<file path="src/rtl/qfs_pkg.sv">
package qfs_pkg;
  localparam logic [7:0] MARK_TRUE = 8'h47;
  localparam logic [7:0] MARK_INV  = 8'hB8;

  typedef enum logic {ST_HUNT, ST_LOCK} sync_state_t;

  // Bits carried per symbol for a given mode code.
  function automatic logic [3:0] sym_bits(input logic [1:0] m);
    case (m)
      2'd0:    sym_bits = 4'd4;
      2'd1:    sym_bits = 4'd6;
      default: sym_bits = 4'd8;
    endcase
  endfunction

  function automatic logic is_marker(input logic [7:0] b);
    is_marker = (b == MARK_TRUE) || (b == MARK_INV);
  endfunction

  // Threshold of zero behaves as one.
  function automatic logic [4:0] eff_thr(input logic [3:0] t);
    eff_thr = (t == 4'd0) ? 5'd1 : {1'b0, t};
  endfunction
endpackage

</file>
<file path="src/rtl/qfs_packer.sv">
module qfs_packer
  import qfs_pkg::*;
(
  input  logic       clk,
  input  logic       rst_n,
  input  logic [1:0] mode,
  input  logic [7:0] sym,
  input  logic       sym_valid,
  output logic [7:0] pk_byte,
  output logic       pk_valid
);
  logic [15:0] acc_q;
  logic [3:0]  cnt_q;
  logic [1:0]  mode_q;
  logic        mode_chg;
  logic [3:0]  nb, base_cnt, tot;
  logic [15:0] sym_m, cat;

  always_comb begin
    mode_chg = (mode != mode_q);
    nb       = sym_bits(mode);
    base_cnt = mode_chg ? 4'd0 : cnt_q;
    tot      = base_cnt + nb;
    sym_m    = {8'd0, sym} & ((16'd1 << nb) - 16'd1);
    cat      = (acc_q << nb) | sym_m;
  end

  always_ff @(posedge clk) begin
    if (!rst_n) begin
      acc_q    <= '0;
      cnt_q    <= '0;
      mode_q   <= 2'd2;
      pk_valid <= 1'b0;
      pk_byte  <= '0;
    end else begin
      mode_q   <= mode;
      pk_valid <= 1'b0;
      if (sym_valid) begin
        acc_q <= cat;
        if (tot >= 4'd8) begin
          pk_valid <= 1'b1;
          pk_byte  <= 8'(cat >> (tot - 4'd8));
          cnt_q    <= tot - 4'd8;
        end else begin
          cnt_q <= tot;
        end
      end else if (mode_chg) begin
        cnt_q <= '0;
      end
    end
  end
endmodule

</file>
<file path="src/rtl/qfs_sync_fsm.sv">
module qfs_sync_fsm
  import qfs_pkg::*;
#(
  parameter int PKT_LEN = 204,
  parameter int CNT_W   = 4
) (
  input  logic             clk,
  input  logic             rst_n,
  input  logic [7:0]       in_byte,
  input  logic             in_valid,
  input  logic [CNT_W-1:0] hit_thr,
  input  logic [CNT_W-1:0] miss_thr,
  output logic [7:0]       out_byte,
  output logic             out_valid,
  output logic             out_sop,
  output logic             locked,
  output logic             evt_hit,
  output logic             evt_miss
);
  localparam int POS_W = $clog2(PKT_LEN);
  localparam logic [POS_W-1:0] LAST = POS_W'(PKT_LEN - 1);

  sync_state_t      st_q, st_d;
  logic [CNT_W-1:0] hit_q, hit_d, miss_q, miss_d;
  logic [POS_W-1:0] pos_q, pos_d;
  logic             mk, at_exp, fwd, sop;
  logic [CNT_W:0]   h_thr, m_thr;

  always_comb begin
    h_thr = CNT_W'(0) + eff_thr(hit_thr[3:0]);
    m_thr = CNT_W'(0) + eff_thr(miss_thr[3:0]);
  end

  always_comb begin
    mk       = is_marker(in_byte);
    at_exp   = (pos_q == LAST);
    st_d     = st_q;
    hit_d    = hit_q;
    miss_d   = miss_q;
    pos_d    = pos_q;
    fwd      = 1'b0;
    sop      = 1'b0;
    evt_hit  = 1'b0;
    evt_miss = 1'b0;
    if (in_valid) begin
      pos_d = at_exp ? '0 : pos_q + 1'b1;
      if (st_q == ST_HUNT) begin
        if (hit_q == '0) begin
          if (mk) begin
            pos_d   = '0;
            evt_hit = 1'b1;
            if (h_thr <= 1) begin
              st_d = ST_LOCK; miss_d = '0; fwd = 1'b1; sop = 1'b1;
            end else begin
              hit_d = CNT_W'(1);
            end
          end
        end else if (at_exp) begin
          if (mk) begin
            evt_hit = 1'b1;
            if ({1'b0, hit_q} + 1'b1 >= h_thr) begin
              st_d = ST_LOCK; hit_d = '0; miss_d = '0; fwd = 1'b1; sop = 1'b1;
            end else begin
              hit_d = hit_q + 1'b1;
            end
          end else begin
            hit_d = '0;
          end
        end
      end else begin
        fwd = 1'b1;
        if (at_exp) begin
          if (mk) begin
            miss_d = '0;
            sop    = 1'b1;
          end else begin
            evt_miss = 1'b1;
            if ({1'b0, miss_q} + 1'b1 >= m_thr) begin
              st_d = ST_HUNT; hit_d = '0; fwd = 1'b0;
            end else begin
              miss_d = miss_q + 1'b1;
            end
          end
        end
      end
    end
  end

  always_ff @(posedge clk) begin
    if (!rst_n) begin
      st_q      <= ST_HUNT;
      hit_q     <= '0;
      miss_q    <= '0;
      pos_q     <= '0;
      out_byte  <= '0;
      out_valid <= 1'b0;
      out_sop   <= 1'b0;
    end else begin
      st_q      <= st_d;
      hit_q     <= hit_d;
      miss_q    <= miss_d;
      pos_q     <= pos_d;
      out_valid <= fwd;
      out_sop   <= sop;
      if (fwd) out_byte <= in_byte;
    end
  end

  assign locked = (st_q == ST_LOCK);
endmodule

</file>
<file path="src/rtl/qam_frame_sync.sv">
module qam_frame_sync
  import qfs_pkg::*;
#(
  parameter int PKT_LEN = 204,
  parameter int CNT_W   = 4
) (
  input  logic             clk,
  input  logic             rst_n,
  input  logic [1:0]       mode,
  input  logic [7:0]       sym,
  input  logic             sym_valid,
  input  logic [CNT_W-1:0] hit_thr,
  input  logic [CNT_W-1:0] miss_thr,
  output logic [7:0]       out_byte,
  output logic             out_valid,
  output logic             out_sop,
  output logic             locked
);
  logic [7:0] pk_byte;
  logic       pk_valid;
  logic       evt_hit, evt_miss;

  qfs_packer u_pack (
    .clk(clk), .rst_n(rst_n), .mode(mode), .sym(sym), .sym_valid(sym_valid),
    .pk_byte(pk_byte), .pk_valid(pk_valid)
  );

  qfs_sync_fsm #(.PKT_LEN(PKT_LEN), .CNT_W(CNT_W)) u_sync (
    .clk(clk), .rst_n(rst_n), .in_byte(pk_byte), .in_valid(pk_valid),
    .hit_thr(hit_thr), .miss_thr(miss_thr),
    .out_byte(out_byte), .out_valid(out_valid), .out_sop(out_sop),
    .locked(locked), .evt_hit(evt_hit), .evt_miss(evt_miss)
  );
endmodule

</file>
<file path="config.mk">
export PLATFORM = sky130hd
export DESIGN_NAME = qam_frame_sync
export DESIGN_NICKNAME = d
export VERILOG_FILES = /design/src/rtl/qfs_pkg.sv /design/src/rtl/qfs_packer.sv /design/src/rtl/qfs_sync_fsm.sv /design/src/rtl/qam_frame_sync.sv
export SDC_FILE = /design/constraint.sdc
export NUM_CORES = 1
export LEC_CHECK = 0
export BUFFER_PORTS_ARGS = -buffer_cell sky130_fd_sc_hd__buf_4
export CORE_MARGIN = 5
export CORE_UTILIZATION = 50
export CTS_BUF_LIST = sky130_fd_sc_hd__clkbuf_4 sky130_fd_sc_hd__clkbuf_8
export DETAILED_ROUTE_END_ITERATION = 6
export HOLD_SLACK_MARGIN = 0.15
export PLACE_DENSITY_LB_ADDON = 0.25
export SYNTH_ARGS = -nofsm -noshare
export SYNTH_HDL_FRONTEND = slang
export SYNTH_SLANG_ARGS = --single-unit
</file>
<file path="constraint.sdc">
create_clock -name clk -period 5.2 [get_ports clk]
set_input_delay 0.78 -clock clk [delete_from_list [all_inputs] [get_ports clk]]
set_output_delay 0.78 -clock clk [all_outputs]
set_load 0.02 [all_outputs]
</file>
==> results of run 1 <==
-- area by class of cell --
cell class	count	share of cell area
Multi-Input combinational cell	267	0.576
Sequential cell	53	0.285
Timing Repair Buffer	31	0.0625
Tap cell	80	0.0269
Clock buffer	5	0.0185
Clock inverter	3	0.0175
Inverter	13	0.0131
-- worst max-delay path, cell delays in order --
cell and delay, ns:
buf_4 0.18, xnor2_2 0.20, and3_1 0.22, ha_1 0.15, inv_1 0.05, fa_1 0.89
mux4_2 0.40, mux2i_1 0.16, a21oi_1 0.08
-- cell usage after synthesis (all sizes together), types with 7 or more instances --
| cell | count |
|---|---|
| mux4 | 13 |
| clkbuf | 9 |
| dfxtp | 53 |
| ha | 14 |
| buf | 15 |
| nand4 | 9 |
| a21oi | 12 |
| nor2 | 28 |
| xnor2 | 7 |
| o21ai | 22 |
| inv | 13 |
| nand3 | 8 |
| mux2i | 41 |
| nand2 | 45 |
-- metrics by stage --
| stage | util | hold slack, ns | setup WS, ns | cells | cell area [sq um] |
|---|---|---|---|---|---|
| 2_1_floorplan | - | 0.452 | 2.38 | 357 | 3410 |
| 3_3_place_gp | 0.534 | 0.450 | 1.99 | 444 | 3590 |
| 3_5_place_dp | 0.534 | 0.459 | 1.94 | 444 | 3590 |
| 4_1_cts | 0.554 | 0.473 | 2.26 | 452 | 3720 |
| 5_1_grt | 0.554 | 0.507 | 2.00 | 452 | 3720 |
| 6_report | 0.554 | 0.468 | 2.25 | 452 | 3720 |
-- registers in the layout, indices dropped and copies added, names as in the netlist --
signal            count
u_pack.mode_q         2
u_pack.pk_valid       1
u_sync.out_sop        1
u_pack.pk_byte        8
u_sync.locked         1
u_sync.miss_q         4
u_sync.pos_q          8
u_sync.out_byte       8
u_pack.cnt_q          4
u_sync.out_valid      1
u_pack.acc_q         11
u_sync.hit_q          4
-- worst max-delay path by stage --
stage	slack, ns	cells past startpoint	to	startpoint
finish	2.25	9	u_pack.pk_byte[6]	mode[0]
detailed placement	1.94	9	u_pack.pk_byte[6]	mode[0]
global placement	1.99	9	u_pack.pk_byte[6]	mode[1]
CTS	2.26	9	u_pack.pk_byte[6]	mode[0]
floorplan	2.38	10	u_pack.pk_byte[6]	mode[0]
global route	2.00	10	u_pack.pk_byte[5]	mode[0]
-- kinds of logic after synthesis --
family,after synthesis,share of synthesized area
and+or+nand+nor,126,0.201
muxes,57,0.217
AOI/OAI and AO/OA,54,0.116
DFF,53,0.312
buffers and inverters,37,0.0595
adders and majority gates,15,0.0573
xor gates and xnor gates,13,0.0356
other,1,0.00110
-- report_power, final --
| part | switching [uW] | internal [uW] |
|---|---|---|
| registers | 11.3 | 417 |
| logic | 58.8 | 54.0 |
| clock network | 140 | 191 |
-- layer usage --
metal | share of wire | global-route usage
met4 | 0.0081 | 0.0520
met2 | 0.49 | 0.301
met1 | 0.46 | 0.220
met3 | 0.036 | 0.0325
met5 | 0 | 0
==> impl_results.md, run 1 <==
- Status: complete, no violations
- # fillers: 610
- Worst slew pin tran: 0.761 ns
- R2R cell count: 8
- Die Height: just over 90 microns
- Global-route wire length before repair: between 10000 and 15000 microns
- DR DRC count: 0
- Fin crit share: 0.568
- Synth area leader: dfxtp_1
- Crit Path Category: input port to flip-flop
- Synth top area cells: dfxtp_1, mux2i_1, mux4_2
- Max IR drop VDD: between 90 and 100 uV
- Largest net degree at the start of global routing: 47
- H-tree Lvls: 2
- DIE AREA: 8560 sq um
- Final Hold Viols: 0
- Layout area overhead: 9.29%
- Share of layout cells above drive strength 1: 0.204
- Final #Nets: around 410
- Worst Path Arrival: 3.12 ns
- Clk sinks: 53
- Routability Congestion: 0.803
- Routed WL per cell: between 15 and 20 microns
- Via density: 5.64
- Ant diodes: 0
- FF-to-FF setup slack: 2.56 ns
- Core Area: about 6700 sq um
- Initial antenna violation count: 0
- Post-Syn Area: 3410 sq um
- Clock Latency Late Sink: 0.31 ns
- Die width: 92.5 microns
- Leak: 0.00149 uW
- Final setup fails: 0
- Commonest non-fill, non-tap cells in the layout: dfxtp_1, nand2_1, mux2i_1
- Root Driver: clkbuf_8
- Post-synth EDFFs: 0
- Worst hold stages: 2
- # IOs: 32
- Pwr Density: 234 nW/um^2
- Seq/Total Area, Yosys: 0.312
- RR Startpoint: u_pack.mode_q[0]
- Distinct cells, synth: 62
- Setup TNS Final: 0 ns
- Post-synth top area share: 0.312
- Endpoint class of the critical path: flip-flop
- Post-synth ARST share: 0
- Routed Wire Length: 6930 microns
- Synth Instances: approximately 360
- Slew Limit Fails: 0
- Clock Path Buffers: 2
- Dpl hpwl: about 5000 microns
- CTS tree: done
- Cts hold-fix bufs: 0
- Hold Path Sink: u_sync.out_byte[1]
- IO buf count: 31
- Flops & latches, synth: 53
- FF/Latch Area: 1060 sq um
- Clk slew on worst S/H paths: 0.09 ns
- Initial DRC count: 130
- GRT Total Usage: 0.174
- Post-DRT Antenna Nets: 0
- Min Clock Period, post-route: 2.95 ns
- Hold wc startpoint: u_sync.out_byte[1]
- Starting density of the core: 0.507
- Crit start category: input port
- Worst Hold Class: flip-flop to flip-flop
- Worst r2r dst: u_pack.pk_byte[6]
- Cell Rows: 30
- # Post-CTS Setup Buffers: 0
- Commonest non-fill, non-tap cell in the layout: dfxtp_1
- Vias post-DR: between 2000 and 3000
- Max FO, Critical Path: 13
- Post-cts repair resize count: 0
- Syn. warnings: 0
- Overall Power: 872 uW
- Multi-input logic area: 2150 sq um
- CTS buffer count: 5
- Max Cap Violations: 0
- Slew headroom: 0.482
- GR Overflow Total: 0
- RSZ-0062 raised after global routing: no
- Average size of a mapped cell: 9.57 sq um
- Clk_skew: approximately 0.007 ns
- Pre-antenna DRT Iters: 4
- F_max: 339 MHz
- Vias in the first global route: 2570
- Top FF cell, synth: dfxtp_1
- CP required: 5.37 ns
(Power assumes the default switching activity.)
==> run 2, diff against run 1 <==
==> constraint.sdc (replaced) <==
create_clock -name clk -period 2.7 [get_ports clk]
set_input_delay 0.405 -clock clk [delete_from_list [all_inputs] [get_ports clk]]
set_output_delay 0.405 -clock clk [all_outputs]
set_load 0.02 [all_outputs]
==> run 2 against run 1 <==
Sequential share of layout area shrank 0.57 points. Worst hold slack lost 0.12 ns. Flip-flop and latch count is the same. Clock power is 69% higher. Power is 85% higher. Core utilization up 1.1 points. Setup slack lost 2.0 ns. Combinational power increased by 99%. Count of clock-buffer cells in the layout increased by 1. First-iteration DRC count shrank 48%.
==> impl_results.md, run 2 (synthesis gave the netlist of run 1 again) <==
- CTS tree: done
- Routed Wire Length: 6690 microns
- # Post-CTS Setup Buffers: 0
- Die Height: 92.5 microns
- Max FO, Critical Path: 9
- Clock Path Buffers: 2
- IO buf count: 31
- Cts hold-fix bufs: 0
- Pre-antenna DRT Iters: 4
- Slew headroom: 0.562
- F_max: between 400 and 500 MHz
- Max reg flops: 11
- Global-route wire length before repair: 11900 microns
- GRT Total Usage: 0.170
- Endpoint class of the critical path: flip-flop
- CP required: 2.91 ns
- Leak: 0.00154 uW
- Largest Register: u_pack.acc_q
- Clk sinks: 53
- Post-DP Area: 3680 sq um
- Starting density of the core: 0.507
- Share of layout cells above drive strength 1: 0.227
- Slew Limit Fails: 0
- Max Cap Violations: 0
- Vias in the first global route: about 2600
- # IOs: 32
- Clk_skew: 0.00778 ns
- Routed WL per cell: 14.4 microns
- Routability Congestion: 0.811
- Pwr Density: 424 nW/um^2
- Commonest non-fill, non-tap cells in the layout: dfxtp_1, nand2_1, buf_4
- Core Area: between 6000 and 7000 sq um
- Fin crit share: 0.897
- CTS buffer count: 5
- Dpl hpwl: 5050 microns
- Worst slew pin tran: about 0.65 ns
- H-tree Lvls: 2
- Status: complete, no violations
- Final setup fails: 0
- Layout area overhead: 11.5%
- Crit start category: flip-flop
- Final hold slack: 0.351 ns
- Worst Hold Class: input port to flip-flop
- Initial antenna violation count: 0
- Final #Nets: ~420
- Post-DRT Antenna Nets: 0
- Root Driver: clkbuf_8
- RSZ-0062 raised after global routing: no
- GR Overflow Total: 0
- DIE AREA: 8560 sq um
- Via density: between 5 and 6
- Worst Path Arrival: 2.63 ns
- Post-cts repair resize count: 0
- Largest net degree at the start of global routing: 47
- Cell Rows: 30
- Min Clock Period, post-route: 2.42 ns
- Commonest non-fill, non-tap cell in the layout: dfxtp_1
- Die width: 92.5 microns
- Vias post-DR: 2651
- Clock Latency Late Sink: 0.31 ns
- Ant diodes: 0
- Final Hold Viols: 0
- Crit Path Category: flip-flop to flip-flop
- Max IR drop VDD: 342 uV
- # fillers: between 600 and 700
- Clk slew on worst S/H paths: 0.10 ns
- Initial DRC count: slightly below 70
- Post-Layout Inst Area: 3800 sq um
- Setup TNS Final: 0 ns
- DR DRC count: 0
==> run 2: path summary, 6_finish.rpt <==
kind,start,end,slack (ns),cells after the start
hold reg to reg,u_sync.out_byte[3],u_sync.out_byte[3],0.47,2
setup / recovery,u_sync.hit_q[0],u_sync.locked,0.28,8
hold / removal,sym[0],u_pack.acc_q[0],0.35,3
setup reg to reg,u_sync.hit_q[0],u_sync.locked,0.28,8
==> run 2: final cells by class <==
class                      count  area (sq um)  area share
timing repair buffer          42           328      0.0863
sequential                    53          1060       0.279
inverter                      13          48.8      0.0128
multi-input combinational    267          2150       0.565
tap                           80           100      0.0264
clock buffer                   6          76.3      0.0201
clock inverter                 2          38.8      0.0102
==> run 2: worst max-delay path: stages (launching register included) <==
cell     delay (ns)
dfxtp_1        0.46
inv_1          0.08
ha_1           0.34
ha_1           0.30
a21oi_1        0.26
o21ai_1        0.12
a31oi_1        0.27
o22ai_2        0.25
o21a_1         0.24
==> run 2: power breakdown <==
| part | switching (uW) | internal [uW] | total [uW] | leakage (uW) |
|---|---|---|---|---|
| combinational | 113 | 112 | 225 | 0.00105 |
| clock | 272 | 289 | 561 | 0.0000588 |
| sequential | 21.2 | 803 | 824 | 0.000431 |
| total | 406 | 1200 | 1610 | 0.00154 |
==> run 2: per-layer routing <==
metal,share of wire,wire (microns),GRT usage
met5,0,0,0
met4,0.0085,57,0.0446
met3,0.027,180,0.0301
met2,0.51,3420,0.300
met1,0.45,3030,0.213
==> run 2: through the flow <==
stage          instances   util  total power (uW)  setup slack (ns)
3_5_place_dp         455  0.548              1070            0.0915
6_report             463  0.565              1610             0.279
5_1_grt              463  0.565              1690            0.0666
4_1_cts              463  0.565              1630             0.259
3_3_place_gp         455  0.548              1060             0.155
2_1_floorplan        357      -              1010             0.252
